==> config.mk <==
export PLATFORM = sky130hd
export DESIGN_NAME = tic_thread_ctx
export DESIGN_NICKNAME = d
export VERILOG_FILES = /design/src/rtl/tic_pkg.sv /design/src/rtl/tic_ctrl.sv /design/src/rtl/tic_datapath.sv /design/src/rtl/tic_thread_ctx.sv
export SDC_FILE = /design/constraint.sdc
export NUM_CORES = 1
export LEC_CHECK = 0
export BUFFER_PORTS_ARGS = -buffer_cell sky130_fd_sc_hd__buf_4
export CAP_MARGIN = 20
export CORE_MARGIN = 4
export CORE_UTILIZATION = 40
export CTS_CLUSTER_SIZE = 25
export DETAILED_ROUTE_END_ITERATION = 16
export GPL_TIMING_DRIVEN = 1
export SLEW_MARGIN = 5
export SYNTH_ARGS = -nofsm -noshare
export SYNTH_HDL_FRONTEND = slang
export SYNTH_HIERARCHICAL = 1
export SYNTH_SLANG_ARGS = --single-unit
==> constraint.sdc <==
create_clock -name clk -period 9 [get_ports clk]
set_clock_uncertainty 0.2 [all_clocks]
set_input_delay 0.45 -clock clk [delete_from_list [all_inputs] [get_ports clk]]
set_output_delay 0.45 -clock clk [all_outputs]
set_load 0.005 [all_outputs]
==> src/rtl/tic_pkg.sv <==
package tic_pkg;
  localparam int PRIO_W      = 8;
  localparam int ACTIVE_LVLS = 8;
  localparam int RING_CNT    = 4;
  localparam int RING_W      = $clog2(RING_CNT);
  localparam int PAGE_W      = 2;
  localparam int FIELD_W     = 2;
  localparam logic [PRIO_W-1:0] PRIO_LEAST = '1;

  localparam int RING_USER = 0;
  localparam int RING_OS   = 1;
  localparam int RING_POOL = 2;
  localparam int RING_PHYS = 3;

  localparam logic [PAGE_W-1:0] PAGE_HW   = 2'd0;
  localparam logic [PAGE_W-1:0] PAGE_USER = 2'd3;

  typedef enum logic [FIELD_W-1:0] {
    FLD_PEND = 2'd0,
    FLD_CPPR = 2'd1,
    FLD_ACK  = 2'd2,
    FLD_RSVD = 2'd3
  } field_e;

  typedef struct packed {
    logic              rdAny;
    logic              wrPend;
    logic              wrCppr;
    logic              ackRd;
    logic              rdPend;
    logic              rdCppr;
    logic [RING_W-1:0] ring;
    logic [PRIO_W-1:0] wdata;
  } ctxStrobe_t;
endpackage

==> src/rtl/tic_ctrl.sv <==
module tic_ctrl
  import tic_pkg::*;
(
  input  logic               regValid,
  input  logic               regWrite,
  input  logic [PAGE_W-1:0]  regPage,
  input  logic [RING_W-1:0]  regRing,
  input  logic [FIELD_W-1:0] regField,
  input  logic [PRIO_W-1:0]  regWdata,
  output ctxStrobe_t         strb
);
  localparam int SUM_W = (RING_W > PAGE_W ? RING_W : PAGE_W) + 1;

  logic [SUM_W-1:0] privSum;
  logic             reachable;
  logic             isRead;
  logic             isWrite;
  field_e           fld;

  assign privSum   = SUM_W'(regRing) + SUM_W'(regPage);
  assign reachable = privSum <= SUM_W'(RING_CNT - 1);
  assign isRead    = regValid && !regWrite;
  assign isWrite   = regValid && regWrite;
  assign fld       = field_e'(regField);

  always_comb begin
    strb        = '0;
    strb.ring   = regRing;
    strb.wdata  = regWdata;
    strb.rdAny  = isRead;
    strb.wrPend = isWrite && (fld == FLD_PEND) && (regPage == PAGE_HW);
    strb.wrCppr = isWrite && (fld == FLD_CPPR) && reachable && (regPage != PAGE_USER);
    strb.ackRd  = isRead && (fld == FLD_ACK) && reachable;
    strb.rdPend = isRead && (fld == FLD_PEND) && reachable;
    strb.rdCppr = isRead && (fld == FLD_CPPR) && reachable;
  end
endmodule

==> src/rtl/tic_datapath.sv <==
module tic_datapath
  import tic_pkg::*;
(
  input  logic              clk,
  input  logic              rstN,
  input  ctxStrobe_t        strb,
  input  logic              presentValid,
  input  logic [RING_W-1:0] presentRing,
  input  logic [PRIO_W-1:0] presentPrio,
  output logic              regRvalid,
  output logic [PRIO_W-1:0] regRdata,
  output logic              hvIrq,
  output logic              osIrq
);
  function automatic logic [PRIO_W-1:0] bestPrio(input logic [ACTIVE_LVLS-1:0] bits);
    logic [PRIO_W-1:0] best;
    best = PRIO_LEAST;
    for (int i = ACTIVE_LVLS - 1; i >= 0; i--) begin
      if (bits[ACTIVE_LVLS-1-i]) best = PRIO_W'(i);
    end
    return best;
  endfunction

  function automatic logic [ACTIVE_LVLS-1:0] prioMask(input logic [PRIO_W-1:0] p);
    logic [ACTIVE_LVLS-1:0] m;
    for (int i = 0; i < ACTIVE_LVLS; i++) begin
      m[ACTIVE_LVLS-1-i] = (p == PRIO_W'(i));
    end
    return m;
  endfunction

  logic [RING_CNT-1:0][ACTIVE_LVLS-1:0] pendView;
  logic [RING_CNT-1:0][PRIO_W-1:0]      cpprView;
  logic [RING_CNT-1:0][PRIO_W-1:0]      topView;
  logic [RING_CNT-1:0]                  excNow;

  for (genvar r = 0; r < RING_CNT; r++) begin : g_ring
    logic                   sel;
    logic                   hit;
    logic [ACTIVE_LVLS-1:0] pendQ;
    logic [ACTIVE_LVLS-1:0] pendNext;
    logic [PRIO_W-1:0]      cpprQ;
    logic [PRIO_W-1:0]      cpprNext;
    logic [PRIO_W-1:0]      top;

    assign sel       = strb.ring == RING_W'(r);
    assign hit       = presentValid && (presentRing == RING_W'(r));
    assign top       = bestPrio(pendQ);
    assign excNow[r] = (pendQ != '0) && (top < cpprQ);

    always_comb begin
      pendNext = pendQ;
      cpprNext = cpprQ;
      if (sel && strb.wrPend) pendNext = strb.wdata[ACTIVE_LVLS-1:0];
      if (sel && strb.wrCppr) cpprNext = strb.wdata;
      if (sel && strb.ackRd && excNow[r]) begin
        pendNext = pendNext & ~prioMask(top);
        cpprNext = top;
      end
      if (hit) pendNext = pendNext | prioMask(presentPrio);
    end

    always_ff @(posedge clk or negedge rstN) begin
      if (!rstN) begin
        pendQ <= '0;
        cpprQ <= PRIO_LEAST;
      end else begin
        pendQ <= pendNext;
        cpprQ <= cpprNext;
      end
    end

    assign pendView[r] = pendQ;
    assign cpprView[r] = cpprQ;
    assign topView[r]  = top;
  end

  logic [PRIO_W-1:0] ackResult;
  logic [PRIO_W-1:0] rdNext;

  assign ackResult = excNow[strb.ring] ? topView[strb.ring] : PRIO_LEAST;

  always_comb begin
    rdNext = '0;
    if (strb.rdPend)      rdNext = PRIO_W'(pendView[strb.ring]);
    else if (strb.rdCppr) rdNext = cpprView[strb.ring];
    else if (strb.ackRd)  rdNext = ackResult;
  end

  always_ff @(posedge clk or negedge rstN) begin
    if (!rstN) begin
      hvIrq     <= 1'b0;
      osIrq     <= 1'b0;
      regRvalid <= 1'b0;
      regRdata  <= '0;
    end else begin
      hvIrq     <= excNow[RING_POOL] | excNow[RING_PHYS];
      osIrq     <= excNow[RING_USER] | excNow[RING_OS];
      regRvalid <= strb.rdAny;
      regRdata  <= rdNext;
    end
  end
endmodule

==> src/rtl/tic_thread_ctx.sv <==
module tic_thread_ctx
  import tic_pkg::*;
(
  input  logic               clk,
  input  logic               rstN,
  input  logic               presentValid,
  input  logic [RING_W-1:0]  presentRing,
  input  logic [PRIO_W-1:0]  presentPrio,
  input  logic               regValid,
  input  logic               regWrite,
  input  logic [PAGE_W-1:0]  regPage,
  input  logic [RING_W-1:0]  regRing,
  input  logic [FIELD_W-1:0] regField,
  input  logic [PRIO_W-1:0]  regWdata,
  output logic               regRvalid,
  output logic [PRIO_W-1:0]  regRdata,
  output logic               hvIrq,
  output logic               osIrq
);
  ctxStrobe_t strb;

  tic_ctrl u_ctrl (
    .regValid (regValid),
    .regWrite (regWrite),
    .regPage  (regPage),
    .regRing  (regRing),
    .regField (regField),
    .regWdata (regWdata),
    .strb     (strb)
  );

  tic_datapath u_dp (
    .clk          (clk),
    .rstN         (rstN),
    .strb         (strb),
    .presentValid (presentValid),
    .presentRing  (presentRing),
    .presentPrio  (presentPrio),
    .regRvalid    (regRvalid),
    .regRdata     (regRdata),
    .hvIrq        (hvIrq),
    .osIrq        (osIrq)
  );
endmodule

==> results of run 1 <==
[area by class of cell]
type | instances | area, um2 | area share, %
clock inverter | 7 | 68.82 | 1.124
tap | 176 | 220.2 | 3.597
sequential | 75 | 1917 | 31.31
timing repair buffer | 46 | 367.9 | 6.009
clock buffer | 9 | 225.2 | 3.679
inverter | 37 | 138.9 | 2.269
multi-input combinational | 428 | 3184 | 52.01
[stage by stage]
stage / cells / setup slack (ps) / area, um2 / utilization [%] / hold WS [ps]
2_1_floorplan: 581 / 5782 / 5445 / - / -45.59
3_3_place_gp: 759 / 4947 / 5783 / 43.50 / 269.7
3_5_place_dp: 759 / 4861 / 5783 / 43.50 / 274.5
4_1_cts: 775 / 4824 / 6077 / 45.71 / 108.8
5_1_grt: 778 / 4487 / 6122 / 46.05 / 201.4
6_report: 778 / 4793 / 6122 / 46.05 / 197.2
[logic make-up (layout without fill, tap and decap cells)]
family	count (synthesis)	count (layout)	synth area share, %
multiplexers	59	59	15.30
flip-flops	75	75	35.20
AND/OR/NAND/NOR	197	197	18.84
buffers and inverters	78	99	6.434
AO/OA/AOI/OAI	142	142	17.19
adder cells (fa/ha/maj)	30	30	7.031
[synthesized netlist by cell type, types with 5 or more instances]
cell      instances  area (um2)
nor4_1            6       37.54
buf_2             7       35.03
dfstp_2          32       840.8
and3_1            9       56.30
clkbuf_1         13       48.80
o22ai_1          24       150.1
nand3_1          19       95.09
ha_1             29       362.9
nor4b_1           7       61.31
mux4_2           19       427.9
nand2_1          52       195.2
inv_1            37       138.9
o21ai_0          15       75.07
and3b_1           6       52.55
nand4_1           6       37.54
a211oi_1          6       45.04
buf_1             9       33.78
dfrtp_1          43        1076
o31ai_2           5       62.56
nor2b_1          15       93.84
buf_4            11       82.58
mux2i_1          36       360.4
nor2_1           48       180.2
a21oi_1          49       245.2
[what timing repair did]
action,4_1_cts,5_1_grt
gates resized for setup,0,0
hold buffers,0,1
hold endpoints to repair,0,8
[worst paths after layout]
check,depth (start not counted),start,to
max reg2reg,9,u_dp/g_ring[0].pendQ[5]$_DFF_PN0_,u_dp/g_ring[0].pendQ[2]$_DFF_PN0_
min,3,regValid,u_dp/regRvalid$_DFF_PN0_
max in group asynchronous,3,rstN,u_dp/g_ring[1].cpprQ[2]$_DFFE_PN1P_
max,9,u_dp/g_ring[0].pendQ[5]$_DFF_PN0_,u_dp/g_ring[0].pendQ[2]$_DFF_PN0_
min reg2reg,2,u_dp/g_ring[2].cpprQ[6]$_DFFE_PN1P_,u_dp/g_ring[2].cpprQ[6]$_DFFE_PN1P_
min in group asynchronous,2,rstN,u_dp/g_ring[3].cpprQ[5]$_DFFE_PN1P_
[per-layer routing]
metal  up-vias  track usage, %  routed length [um]
met5         -               0                   0
met4         0           12.12                 781
met3        62           3.302                 997
met2       244           36.51                8257
met1      2350           29.03                7268
li1       2165               -                   -
[worst max-delay path, delay by kind of cell, from the launching register on]
| kind | cells | cell delay, ps |
|---|---|---|
| adders and majority gates | 1 | 340 |
| AOI/OAI and AO/OA | 4 | 920 |
| and+or+nand+nor | 4 | 2140 |
| DFF | 1 | 460 |
[power groups by stage]
stage	Clock [mW]	Sequential, mW	Combinational [mW]
4_1_cts	0.369	0.475	0.447
3_3_place_gp	0	0.480	0.423
6_report	0.362	0.477	0.453
2_1_floorplan	0	0.449	0.328
5_1_grt	0.386	0.483	0.506
3_5_place_dp	0	0.481	0.444
[registers in the layout, indices dropped and copies added (netlist names)]
name and flops:
u_dp/g_ring.cpprQ 32, u_dp/g_ring.pendQ 32, u_dp/regRdata 8, u_dp/regRvalid 1, u_dp/osIrq 1, u_dp/hvIrq 1
==> impl_metrics.ini, run 1 <==
[placed_design]
gp_congestion = 0.9784
hpwl_um = 12610
port_buffers = 39

[power_and_ir_drop]
leakage_nw = 2.765
seqPwrFrac_pct = 36.9
switching_share_pct = 36.19
power_frac_comb_pct = 35.0
p_total_mw = 1.292
power.density_nw_per_um2 = 211.1
internal_power_mw = 0.8245
p_clk_share_pct = 28.0
p_sw_mw = 0.4677
peakVddDrop_v = 0.00008426

[synthesis]
ys_async_sr_fraction_pct = 100.0
synth_area_um2 = 5445
syn-instance-count = 581
yosysUniqueCellTypes = 55
synth-edff-count = 0
avgSynthCellArea_um2 = 9.372
synth_warnings = 6
synth-seq-cells = 75
synth_nets = 640
ys.flop_type = dfrtp_1
ys_seq_area_share_pct = 35.20

[detailed_routing]
drc_errors = 0
dr.pass1.iters = 5
post_drt_wl_per_cell_um = 22.24
drt_iter0_markers = 385
antenna_left = 0
via_count = 4821
post_drt_via_cell_ratio = 6.197
totalWireLength_um = 17300

[sta]
hold_viol = 0
period_minus_slack_ps = 4207
worstMarginPinSlew_ps = 1113
setup_viol = 0
fmax_mhz = 237.7
tns_ps = 0
rsz0062_at_grt = false
slew_viol_final = 0
timing.final.crit_share_pct = 46.74
slew_headroom_pct = 25.65

[grt]
grt_max_degree = 76
grt_pass1_wl_um = 27230
grt_usage_pct = 22.52
antenna_found_initial = 0
overflow = 0
grt_pass1_vias = 4901

[die]
io_pins = 40
fp.dieW_um = 124.7
core_area_um2 = 13300
initial_core_util_pct = 40.96
rows = 42
die_h_um = 124.7
die_area_um2 = 15540

[critical_path]
cp-start-kind = register
critPathMaxStageDelay_ps = 710
cp.arrival_ps = 4210
critical_path.slowest_cell = or4_1
path_max_fanout = 18
r2r_setup_slack_ps = 4790
critical_path_required_ps = 9010
critPathCaptureType = register
path_cells = or4_1 -> nor2b_1 -> ha_1 -> a21o_1 -> a311oi_1 -> o31a_1 -> and3_1 -> nor4b_1 -> o22ai_1
crit_type = register to register

[clocking]
cts_tree = done
cts_setup_buffers = 0
path_clk_slew_ps = 60
cts_max_path_buffers = 2
insertion_delay_ps = 340
cts-root-buf = clkbuf_16
htree_levels = 3
cts.sinks = 75
cts_buffers = 9

[layout]
diodes = 0
layout-drive-gt1-share_pct = 22.43
fillers = 1269
mostFrequentLayoutCell = nand2_1
nNetsFinal = 656
layout_common_cells = 52 x nand2_1, 49 x a21oi_1, 48 x nor2_1
area_delta_synth_final_pct = 12.43

[run_status]
outcome = finished clean

[flow_run]
max_cap_violations = 0

[min_path]
hold_path.class = input port to register
Note: power is estimated with default switching activity, not from simulation.
==> inputs of run 2 (changes only) <==
--- a/config.mk
+++ b/config.mk
@@ -5,6 +5,7 @@
 export SDC_FILE = /design/constraint.sdc
 export NUM_CORES = 1
 export LEC_CHECK = 0
+export ABC_AREA = 1
 export BUFFER_PORTS_ARGS = -buffer_cell sky130_fd_sc_hd__buf_4
 export CAP_MARGIN = 20
 export CORE_MARGIN = 4
==> constraint.sdc (replaced) <==
create_clock -name clk -period 3.7 [get_ports clk]
set_clock_uncertainty 0.2 [all_clocks]
set_input_delay 0.185 -clock clk [delete_from_list [all_inputs] [get_ports clk]]
set_output_delay 0.185 -clock clk [all_outputs]
set_load 0.005 [all_outputs]
==> run 2 against run 1 <==
Net effect:
- cell area is 2.4% higher
- register-to-register slack got worse by 4400 ps
- largest power group unchanged
- sequential cell count did not move
- total power increased by 120%
- synthesized area increased by 1.6%
==> impl_metrics.ini, run 2 <==
[critical_path]
critical_path.slowest_cell = dfrtp_1
rr_worst_depth = 14
path_cells = nor2_1 -> inv_1 -> nor2_2 -> inv_2 -> nor4_4 -> buf_4 -> ha_1 -> a21oi_1 -> nor2_1 -> nor3b_2 -> nand4_4 -> or2_1 -> o21ai_1 -> o21ai_0
startpoint = u_dp/g_ring[2].pendQ[7]$_DFF_PN0_
r2r-start = u_dp/g_ring[2].pendQ[7]$_DFF_PN0_
cp-start-kind = register
critPathMaxStageDelay_ps = 390
path_max_fanout = 19
critPathCaptureType = register
rr_endpoint = u_dp/g_ring[2].pendQ[6]$_DFF_PN0_
cp.arrival_ps = 3360
cpMostUsedCell = nor2_1
crit_type = register to register
cp.buffers_inverters = 3
crit_family = simple AND/OR/NAND/NOR gates
r2r_setup_slack_ps = 350
critical_path_required_ps = 3710

[clocking]
insertion_delay_ps = 340
htree_levels = 3
cts_tree = done
path_clk_slew_ps = 60
cts.sinks = 75
cts_max_path_buffers = 2
cts-root-buf = clkbuf_16
cts_buffers = 9
post_cts_resized = 0

[die]
fp.dieW_um = 125.6
die_h_um = 125.6
core_area_um2 = 13400
die_area_um2 = 15770
initial_core_util_pct = 41.28
io_pins = 40
rows = 42

[flow_run]
max_cap_violations = 0

[detailed_routing]
post_drt_wl_per_cell_um = 18.50
drt_iter0_markers = 589
totalWireLength_um = 17910
dr.pass1.iters = 5
post_drt_via_cell_ratio = 5.556
via_count = 5378
drc_errors = 0
antenna_left = 0

[sta]
rsz0062_at_grt = true
fmax_mhz = 298.3
tns_ps = 0
hold_viol = 0
period_minus_slack_ps = 3352
holdWs_ps = 12.18
timing.final.crit_share_pct = 90.60
setup_viol = 0
slew_viol_final = 0
slew_headroom_pct = 38.73
worstMarginPinSlew_ps = 915.7

[min_path]
worstHoldPathCells = 3
min_from = regWdata[3]
min_to = u_dp/g_ring[1].cpprQ[3]$_DFFE_PN1P_
hold_path.class = input port to register

[run_status]
outcome = finished clean

[layout]
diodes = 0
fillers = 1382
final_cell_area_um2 = 6266
area_delta_synth_final_pct = 13.28
top_regs = u_dp/g_ring.cpprQ: 32 flops, u_dp/g_ring.pendQ: 32 flops, u_dp/regRdata: 8 flops
layout-drive-gt1-share_pct = 16.04
regArea_um2 = 1917
layout_common_cells = 149 x nand2_1, 126 x inv_1, 75 x nor2_1
utilization_pct = 46.76
nNetsFinal = 847
multi_input_area_um2 = 2908
mostFrequentLayoutCell = nand2_1

[synthesis]
synth-seq-cells = 75
synth_top_area_cell = dfrtp_1
synth_nets = 813
synth_area_um2 = 5532
syn-instance-count = 754
synthTopCellsByArea = dfrtp_1 19%, dfstp_2 15%, nand2_1 10%, inv_1 8.6%, ha_1 6.6%
yosysMostFrequentCell = nand2_1
ys_seq_area_share_pct = 34.65
ys.flop_type = dfrtp_1
synth-edff-count = 0
synth.top_cells.by_count = 149 x nand2_1, 126 x inv_1, 75 x nor2_1
avgSynthCellArea_um2 = 7.336
synth_top_area_share_pct = 19.45
synth_warnings = 6
ys_async_sr_fraction_pct = 100.0
yosysUniqueCellTypes = 42

[grt]
antenna_found_initial = 0
overflow = 0
grt_pass1_wl_um = 27960
grt_max_degree = 76
grt_pass1_vias = 5147
grt_usage_pct = 22.90

[power_and_ir_drop]
p_total_mw = 2.844
leakage_nw = 2.974
peakVddDrop_v = 0.0002077
power.density_nw_per_um2 = 453.8

[placed_design]
gp_congestion = 0.9376
hpwl_um = 13510
port_buffers = 39
placed_area_um2 = 5901
run 2: cell types whose count changed after synthesis, moves of 17 or more:
cell,change
nor2_1,+27
nand2_1,+97
inv_1,+89
mux4_2,-19
a31oi_1,+17
nand3_1,+21
o21ai_0,+52
a21oi_1,-21
mux2i_1,-36
run 2: stage by stage:
step / setup WS (ps) / cells
final: 347.6 / 968
after global routing: -0.8864 / 968
after CTS: 291.6 / 964
after detailed placement: 303.4 / 942
after global placement: 402.8 / 942
after floorplan: 868.2 / 754
run 2: cell type report:
| class | count | share of cell area (%) |
|---|---|---|
| multi-input combinational | 511 | 46.41 |
| sequential | 75 | 30.59 |
| inverter | 132 | 7.907 |
| timing repair buffer | 59 | 7.628 |
| clock buffer | 15 | 3.954 |
| tap | 176 | 3.514 |
run 2: layer usage:
metal  vias to the layer above  share of wire [%]  global-route usage (%)
met5                         -                  0                       0
met4                         0                5.2                   12.24
met3                        61                6.9                   5.203
met2                       215                 45                   34.71
met1                      2523                 43                   30.40
li1                       2579                  -                       -
run 2: logic make-up (layout without fill, tap and decap cells):
kind of cell / after synthesis / in the layout / share of synthesized area, %
and+or+nand+nor: 304 / 304 / 25.85
muxes: 1 / 1 / 0.2036
DFF: 75 / 75 / 34.65
AOI/OAI and AO/OA: 176 / 176 / 19.59
adders and majority gates: 30 / 30 / 6.922
buffers and inverters: 168 / 206 / 12.78
run 2: tightest hold or removal path: cells and delay by family:
family | cells | cell delay, ps
AO/OA/AOI/OAI | 1 | 140
buffers and inverters | 2 | 220
run 2: worst max path at each step:
stage | endpoint | depth (start not counted)
floorplan | u_dp/g_ring[0].pendQ[6]$_DFF_PN0_ | 13
global placement | u_dp/g_ring[2].pendQ[6]$_DFF_PN0_ | 13
detailed placement | u_dp/g_ring[2].pendQ[6]$_DFF_PN0_ | 13
CTS | u_dp/g_ring[2].pendQ[6]$_DFF_PN0_ | 13
global route | u_dp/g_ring[0].cpprQ[7]$_DFFE_PN1P_ | 14
finish | u_dp/g_ring[2].pendQ[6]$_DFF_PN0_ | 14
run 2: power breakdown:
part           switching, mW  total (mW)  internal (mW)
clock                  0.333       0.785          0.452
combinational          0.586       0.909          0.323
sequential            0.0997        1.15           1.05
run 2: repair_timing:
action / 4_1_cts / 5_1_grt
endpoints found under the setup margin: 0 / 5
hold endpoints to repair: 60 / 0
setup buffers: 0 / 2
hold buffers: 7 / 0
